--- src/rtl/pi_pkg.sv ---
package pi_pkg;
   // width of a rescaled product term
   function automatic int term_width(input int dw, input int gi);
      return dw + 1 + gi;
   endfunction

   // right shift that returns a product to the internal fraction
   function automatic int prod_shift(input int dw, input int gi);
      return dw - 1 - gi;
   endfunction

   // right shift from the internal fraction to the duty word
   function automatic int duty_shift(input int dw, input int pw);
      return dw - 1 - pw;
   endfunction
endpackage

--- src/rtl/pi_adc_recenter.sv ---
module pi_adc_recenter #(
   parameter int ADC_W = 12,
   parameter int DW    = 16
) (
   input  logic [ADC_W-1:0]       code,
   output logic signed [DW-1:0]   meas
);
   // subtracting half scale equals inverting the code's top bit
   generate
      if (DW == ADC_W) begin : g_same
         assign meas = {~code[ADC_W-1], code[ADC_W-2:0]};
      end else begin : g_pad
         assign meas = {~code[ADC_W-1], code[ADC_W-2:0], {(DW-ADC_W){1'b0}}};
      end
   endgenerate
endmodule

--- src/rtl/pi_frac_mul.sv ---
module pi_frac_mul #(
   parameter int DW = 16,
   parameter int GI = 2,
   localparam int MW = pi_pkg::term_width(DW, GI),
   localparam int SH = pi_pkg::prod_shift(DW, GI)
) (
   input  logic signed [DW-1:0] a,
   input  logic signed [DW-1:0] b,
   output logic signed [MW-1:0] q
);
   logic signed [2*DW-1:0] prod;

   always_comb begin
      prod = $signed({{DW{a[DW-1]}}, a}) * $signed({{DW{b[DW-1]}}, b});
      q    = MW'(prod >>> SH);
   end
endmodule

--- src/rtl/pi_sat.sv ---
module pi_sat #(
   parameter int     IW = 18,
   parameter int     OW = 16,
   parameter longint LO = -32768,
   parameter longint HI = 32767
) (
   input  logic signed [IW-1:0] x,
   output logic signed [OW-1:0] y
);
   localparam logic signed [IW-1:0] LO_W = IW'(LO);
   localparam logic signed [IW-1:0] HI_W = IW'(HI);

   generate
      if (OW > IW) begin : g_bad_width
         $error("pi_sat: output wider than input");
      end
   endgenerate

   always_comb begin
      if (x < LO_W)      y = OW'(LO_W);
      else if (x > HI_W) y = OW'(HI_W);
      else               y = OW'(x);
   end
endmodule

--- src/rtl/pi_current_reg.sv ---
module pi_current_reg #(
   parameter int DW    = 16,
   parameter int ADC_W = 12,
   parameter int PWM_W = 10,
   parameter int GI    = 2
) (
   input  logic              clk,
   input  logic              rst_n,
   input  logic              start_i,
   input  logic [ADC_W-1:0]  adc_code_i,
   input  logic [DW-1:0]     iref_i,
   input  logic [DW-1:0]     kp_i,
   input  logic [DW-1:0]     ki_i,
   output logic [PWM_W-1:0]  duty_o,
   output logic              done_o
);
   localparam int     MW     = pi_pkg::term_width(DW, GI);
   localparam int     DSH    = pi_pkg::duty_shift(DW, PWM_W);
   localparam longint FR_MAX = (longint'(1) << (DW-1)) - 1;
   localparam longint FR_MIN = -(longint'(1) << (DW-1));

   generate
      if (ADC_W < 2 || ADC_W > DW) begin : g_bad_adc
         $error("pi_current_reg: ADC_W must lie in 2..DW");
      end
      if (PWM_W < 1 || PWM_W > DW-1) begin : g_bad_pwm
         $error("pi_current_reg: PWM_W must lie in 1..DW-1");
      end
      if (GI < 0 || GI > DW-2) begin : g_bad_gi
         $error("pi_current_reg: GI must lie in 0..DW-2");
      end
   endgenerate

   // stage 1: recentre and form the error
   logic signed [DW-1:0] meas;
   logic signed [DW:0]   diff;
   logic signed [DW-1:0] err_n, err_q;
   logic                 v1_q;

   pi_adc_recenter #(.ADC_W(ADC_W), .DW(DW)) u_recenter (
      .code (adc_code_i),
      .meas (meas)
   );

   assign diff = {iref_i[DW-1], iref_i} - {meas[DW-1], meas};

   pi_sat #(.IW(DW+1), .OW(DW), .LO(FR_MIN), .HI(FR_MAX)) u_err_sat (
      .x (diff),
      .y (err_n)
   );

   always_ff @(posedge clk) begin
      if (!rst_n) begin
         err_q <= '0;
         v1_q  <= 1'b0;
      end else begin
         v1_q <= start_i;
         if (start_i) err_q <= err_n;
      end
   end

   // stage 2: products, integral, output sum
   logic signed [MW-1:0] p_term, i_term;
   logic signed [MW:0]   acc_sum, out_sum;
   logic signed [DW-1:0] acc_n, acc_q, u_sat;

   pi_frac_mul #(.DW(DW), .GI(GI)) u_mul_p (
      .a (err_q),
      .b ($signed(kp_i)),
      .q (p_term)
   );

   pi_frac_mul #(.DW(DW), .GI(GI)) u_mul_i (
      .a (err_q),
      .b ($signed(ki_i)),
      .q (i_term)
   );

   assign acc_sum = {{(MW+1-DW){acc_q[DW-1]}}, acc_q} + {i_term[MW-1], i_term};

   pi_sat #(.IW(MW+1), .OW(DW), .LO(FR_MIN), .HI(FR_MAX)) u_acc_sat (
      .x (acc_sum),
      .y (acc_n)
   );

   assign out_sum = {p_term[MW-1], p_term} + {{(MW+1-DW){acc_n[DW-1]}}, acc_n};

   pi_sat #(.IW(MW+1), .OW(DW), .LO(0), .HI(FR_MAX)) u_out_sat (
      .x (out_sum),
      .y (u_sat)
   );

   always_ff @(posedge clk) begin
      if (!rst_n) begin
         acc_q  <= '0;
         duty_o <= '0;
         done_o <= 1'b0;
      end else begin
         done_o <= v1_q;
         if (v1_q) begin
            acc_q  <= acc_n;
            duty_o <= PWM_W'(u_sat >> DSH);
         end
      end
   end
endmodule

--- config.mk ---
export PLATFORM = sky130hd
export DESIGN_NAME = pi_current_reg
export DESIGN_NICKNAME = d
export VERILOG_FILES = /design/src/rtl/pi_pkg.sv /design/src/rtl/pi_adc_recenter.sv /design/src/rtl/pi_frac_mul.sv /design/src/rtl/pi_sat.sv /design/src/rtl/pi_current_reg.sv
export SDC_FILE = /design/constraint.sdc
export NUM_CORES = 2
export LEC_CHECK = 0
export ABC_AREA = 1
export BUFFER_PORTS_ARGS = -buffer_cell sky130_fd_sc_hd__buf_2
export CAP_MARGIN = 10
export CORE_ASPECT_RATIO = 1.75
export CORE_UTILIZATION = 35
export DETAILED_ROUTE_END_ITERATION = 12
export PLACE_DENSITY_LB_ADDON = 0.15
export SYNTH_ARGS = -nofsm -noshare
export SYNTH_HDL_FRONTEND = slang
export SYNTH_SLANG_ARGS = --single-unit
--- constraint.sdc ---
create_clock -name clk -period 15.2 [get_ports clk]
set_input_delay 2.28 -clock clk [delete_from_list [all_inputs] [get_ports clk]]
set_output_delay 2.28 -clock clk [all_outputs]
set_load 0.005 [all_outputs]
* After elaboration in Yosys (flattened, before gate mapping) *
Cells that the tools add are included.

storage, ports and cells
  flip-flop bits (word level) = 44
  input bits = 63
  output and inout bits = 11

operators by class
  $add $sub $neg = 3
  $mul = 2
  $lt $le $gt $ge = 6
  muxes and demuxes = 6
  bitwise logic cells = 1

operator list
  kind                  count
  $mul 16x16->32        2
  $mux 16               4
  $gt 20x16->1 const B  2
  $mux 15               2
  $add 16x19->20        1
  $add 19x16->20        1
  $lt 20x1->1 const B   1
  $lt 20x16->1 const B  1
  $gt 17x16->1 const B  1
  $lt 17x16->1 const B  1
  $sub 16x16->17        1
  $not 1->1             1

* Depth between registers and ports, before layout *
  depth after elaboration = 9
  mapped depth = 63
  gate-level depth less buffers = 59

* By module *
A second synthesis with hierarchy kept.

unflattened totals
  cells, all modules = 3898
  area, all modules = 27009.7 µm²

by module, submodules not included
  module                 instances  cells each  area each (µm²)  seq. area each (µm²)
  pi_frac_mul (u_mul_i)  1          1469        10682.7          0.0
  pi_frac_mul (u_mul_p)  1          1427        10580.1          0.0
  pi_current_reg         1          821         4782.1           880.8
  pi_sat (u_out_sat)     1          68          324.1            0.0
  pi_sat (u_err_sat)     1          54          286.5            0.0
  pi_sat (u_acc_sat)     1          42          234.0            0.0
  pi_adc_recenter        1          17          120.1            0.0

* Least setup slack after synthesis *
OpenSTA, ideal clock, no wires.

  kind = input -> register
  start point = in ki_i[2]
  end point = reg duty_o[3]
  setup time = 136 ps
  arrival = 11147 ps
  slack = 3917 ps
  stages on the path = 54
  path through = clkbuf_1 clkbuf_1 nand2_1 fa_1 fa_1 fa_1 fa_1 inv_1 fa_1 inv_1 fa_1 inv_1 ha_1 nand2_1 o21ai_0 a21boi_0 o21ai_0 nand3_1 [18 not listed] ha_1 a21o_1 a31oi_1 nor2_1 nand3_1 nand2_1 nand2_2 nand2_4 nand2_2 nand2_2 nand2_2 nand3_2 nand2_2 nand4_2 nand2_4 nand2_1 nand2_1 a21oi_2

between the ends
  cells in the longest elaborated chain, start to end = 9
  elaborated cells between the ends (all ways) = 11
  classes of those cells = add/sub (2); mul (1); order compare (4); mux (4)

RTL lines
  element               RTL line               text
  start, declared       pi_current_reg.sv:13   input logic [DW-1:0] ki_i,
  $mul 16x16->32 *      pi_frac_mul.sv:14      prod = $signed({{DW{a[DW-1]}}, a}) * $signed({{DW{b[DW-1]}}, b});
  $add 16x19->20 *      pi_current_reg.sv:79   assign acc_sum = {{(MW+1-DW){acc_q[DW-1]}}, acc_q} + {i_term[MW-1], i_term};
  $gt 20x16->1          pi_sat.sv:21           else if (x > HI_W) y = OW'(HI_W);
  $mux 16               pi_sat.sv:21
  $mux 16 *             pi_sat.sv:20           if (x < LO_W) y = OW'(LO_W);
  via acc_n[15]         pi_current_reg.sv:65   logic signed [DW-1:0] acc_n, acc_q, u_sat;
  $add 19x16->20 *      pi_current_reg.sv:86   assign out_sum = {p_term[MW-1], p_term} + {{(MW+1-DW){acc_n[DW-1]}}, acc_n};
  $gt 20x16->1          pi_sat.sv:21
  $mux 15               pi_sat.sv:21
  $mux 15 *             pi_sat.sv:20
  end signal, assigned  pi_current_reg.sv:102  duty_o <= PWM_W'(u_sat >> DSH);
  end, declared         pi_current_reg.sv:14   output logic [PWM_W-1:0] duty_o,

Mark *: on every way through the listed nets, which the timed path passes. The rest lies on a longest branch.
A chain may end at the register's enable or synchronous reset.

* Final worst setup path *
  start point = in ki_i[2]
  end point = reg duty_o[0]

Same word-level chain as after synthesis.

==> results by group <==
Run status
  – Outcome: finished, final reports clean

GRT
  – GRT Total Usage: 20.8%
  – Initial antenna violation count: 7
  – Overflow after GRT: 0
  – First-pass GRT wire length: 108,000 um
  – Largest net degree at the start of global routing: 34
  – Number of global-route vias before repair: between 20k and 25k

Setup path
  – WS Path Type: in2reg
  – Worst reg-to-reg path cell count: 53
  – CP startpoint kind: primary input
  – CP required: 15.35 ns
  – Critical path peak fanout: 16
  – CP Capture Type: flop
  – RR Endpoint: duty_o[0]
  – Crit-path slowest cell: o21ai_0
  – Worst path max stage delay: 0.63 ns
  – Reg-to-reg startpoint: err_q[5]
  – Crit path arrival time: 12.47 ns
  – FF-to-FF setup slack: 4.00 ns

Synthesis
  – Yosys top cell area share: roughly 44%
  – Synth Register Bits: 44
  – Post-synth top flop: dfxtp_1
  – Asr flop ratio synth: 0%
  – Post-synth top area cell: fa_1
  – Syn. warnings: 0
  – Synth unique cells: 48
  – Mean cell area of the mapped netlist: around 7.8 um^2
  – Syn Nets: 3,848
  – Post-synthesis sequential area ratio: 3.72%
  – Cells after Synth: about 3.1k
  – Post-synth EDFFs: 0
  – Cell Area, Synth: roughly 24,000 um^2
  – Ranking of synthesized cells by area: fa_1, inv_1, nand2_1

Clock network
  – Worst-path clk slew: 0.06 ns
  – Cts hold-fix bufs: 0
  – Clock sinks: 44
  – Post-CTS sizing: 0
  – CTS buffer count: 5
  – CTS HTree Levels: 2
  – Worst skew pair latency: 0.30 ns
  – Clock Path Buffers: 2
  – Post-CTS setup buffer count: 0
  – CTS tree: built
  – Clock Root Buffer: clkbuf_16

Layout
  – Finished Layout Cells: 3,910
  – Layout cells sized above 1: 4.74%
  – Total Nets Final: 3,816
  – Fillcell total: between 7k and 8k
  – Area added between synthesis and finish: 5.35%

Timing
  – Fin. Hold Viols: 0
  – Worst slew pin tran: 0.931 ns
  – Period utilisation layout: 81.0%
  – Setup violators final: 0
  – Fmax: about 0.081 GHz
  – Headroom to the max-slew limit: around 38%
  – Fin Hold WS: 0.469 ns
  – Fin crit period: ~12 ns
  – RSZ-0062 raised after global routing: false
  – Clk_skew: 0.00484 ns
  – Sum of negative setup slack: 0 ns
  – Max-slew violation count: 0

Floorplan
  – Starting Density: 35.5%
  – Core Rows: 125
  – Die width: 199 um
  – Die Span Y: 346 um
  – IO Count: 74
  – Core region area: 66,600 um^2
  – Die area: 68,700 um^2

Place
  – PortBufs: 73
  – Post-placement cell count: about 4k
  – RePlAce Congestion: 0.910
  – Final HPWL DP: 58,000 um

Run
  – Max-Cap Viols: 0

Detailed routing
  – DR iter-0 viols: between 600 and 700
  – DRC errors left: 0
  – Via Count: 18.5k
  – Antenna-violating nets left: 0
  – Wirelength per Cell: 17.6 um
  – Number of iterations in the first detailed-routing pass: 5
  – Vias per inst: 4.72
  – WL final: 68,700 um

Hold path
  – WHS Endpoint: duty_o[2]
  – Min-delay src: duty_o[2]
  – Hold Path Cell Cnt: 2
  – Worst min path class: reg2reg
[logic make-up (layout without fill, tap and decap cells)]
kind of cell | after synthesis | after routing | synth area share [%]
other | 0 | 1 | 0
XOR/XNOR | 90 | 90 | 3.36
AND/OR/NAND/NOR | 957 | 957 | 16.2
buffers and inverters | 991 | 960 | 15.7
flip-flops | 44 | 44 | 3.72
AO/OA/AOI/OAI | 235 | 235 | 5.52
adder cells (fa/ha/maj) | 734 | 734 | 55.4
[worst max-delay path, delay by kind of cell]
family                   cells  cell delay (ns)
XOR/XNOR                     2             0.53
buffers and inverters        6             0.81
AND/OR/NAND/NOR             23             2.25
AO/OA/AOI/OAI               12             2.95
adder cells (fa/ha/maj)      9             3.60
[synth_stat cells, drive strengths merged (3+ instances only)]
cell	count
nand4	13
dfxtp	44
xnor2	34
or2	12
o21bai	9
buf	4
nor3	7
o21ai	58
a21o	6
a21oi	138
nand3	56
inv	861
clkbuf	125
ha	209
nor2	95
a31oi	6
xor2	56
nor4	5
o21a	3
fa	525
nand2	765
[sequential cells by signal, summed over array words and instances, names as in the netlist]
register	flops
v1_q	1
err_q	16
done_o	1
acc_q	16
duty_o	10
[worst max-delay path by stage]
stage / cells past startpoint / slack [ns] / start / endpoint
6_report: 52 / 2.89 / ki_i[2] / duty_o[0]
5_1_grt: 52 / 2.10 / ki_i[2] / duty_o[2]
4_1_cts: 52 / 2.85 / ki_i[2] / duty_o[1]
3_5_place_dp: 52 / 2.51 / ki_i[2] / duty_o[1]
3_3_place_gp: 52 / 2.63 / ki_i[2] / duty_o[0]
2_1_floorplan: 54 / 3.92 / ki_i[2] / duty_o[3]
[through the flow]
step / area (um^2) / worst slack (ns) / utilization (%)
floorplan: 23700 / 3.92 / -
global placement: 24800 / 2.63 / 37.2
detailed placement: 24800 / 2.51 / 37.2
CTS: 24900 / 2.85 / 37.4
global route: 24900 / 2.10 / 37.4
finish: 24900 / 2.89 / 37.4
[cells in the final DEF (no fill, tap or decap), drive strengths merged]
cell / netlist / routed
nor2: 95 / 95
o21bai: 9 / 9
o221ai: 2 / 2
nand2: 765 / 765
or2: 12 / 12
clkbuf: 125 / 6
inv: 861 / 862
o21ai: 58 / 58
nor4: 5 / 5
o2111ai: 2 / 2
xor2: 56 / 56
a21o: 6 / 6
a21oi: 138 / 138
xnor2: 34 / 34
and2: 2 / 2
a31oi: 6 / 6
a41oi: 1 / 1
dfxtp: 44 / 44
a2111oi: 1 / 1
ha: 209 / 209
diode: 0 / 1
o21a: 3 / 3
nor3: 7 / 7
o211ai: 2 / 2
and3: 2 / 2
a21boi: 2 / 2
nand4: 13 / 13
a221oi: 1 / 1
buf: 4 / 90
clkinv: 1 / 2
a211oi: 2 / 2
fa: 525 / 525
o41ai: 1 / 1
nand3: 56 / 56
a22oi: 1 / 1
[layer usage]
layer  part of all wire [%]  track usage (%)  wire length (um)  vias up
met4                    4.4             7.80              3060       12
li1                       -                -                 -     8711
met1                     35             21.6             23800     9313
met5                   0.11                0                75        -
met2                     57             41.4             39500      331
met3                    3.4             2.25              2310      107
[area by class of cell]
type	count	area, um^2	share of cell area [%]
clock buffer	6	139	0.557
sequential	44	881	3.53
clock inverter	2	13.8	0.0552
antenna	1	2.50	0.0100
timing repair buffer	90	493	1.98
multi-input combinational	2016	19100	76.4
tap	889	1110	4.46
inverter	862	3240	13.0
Power is not shown: default switching activity piles up to over one toggle a cycle in this logic, so the estimate is an artifact.
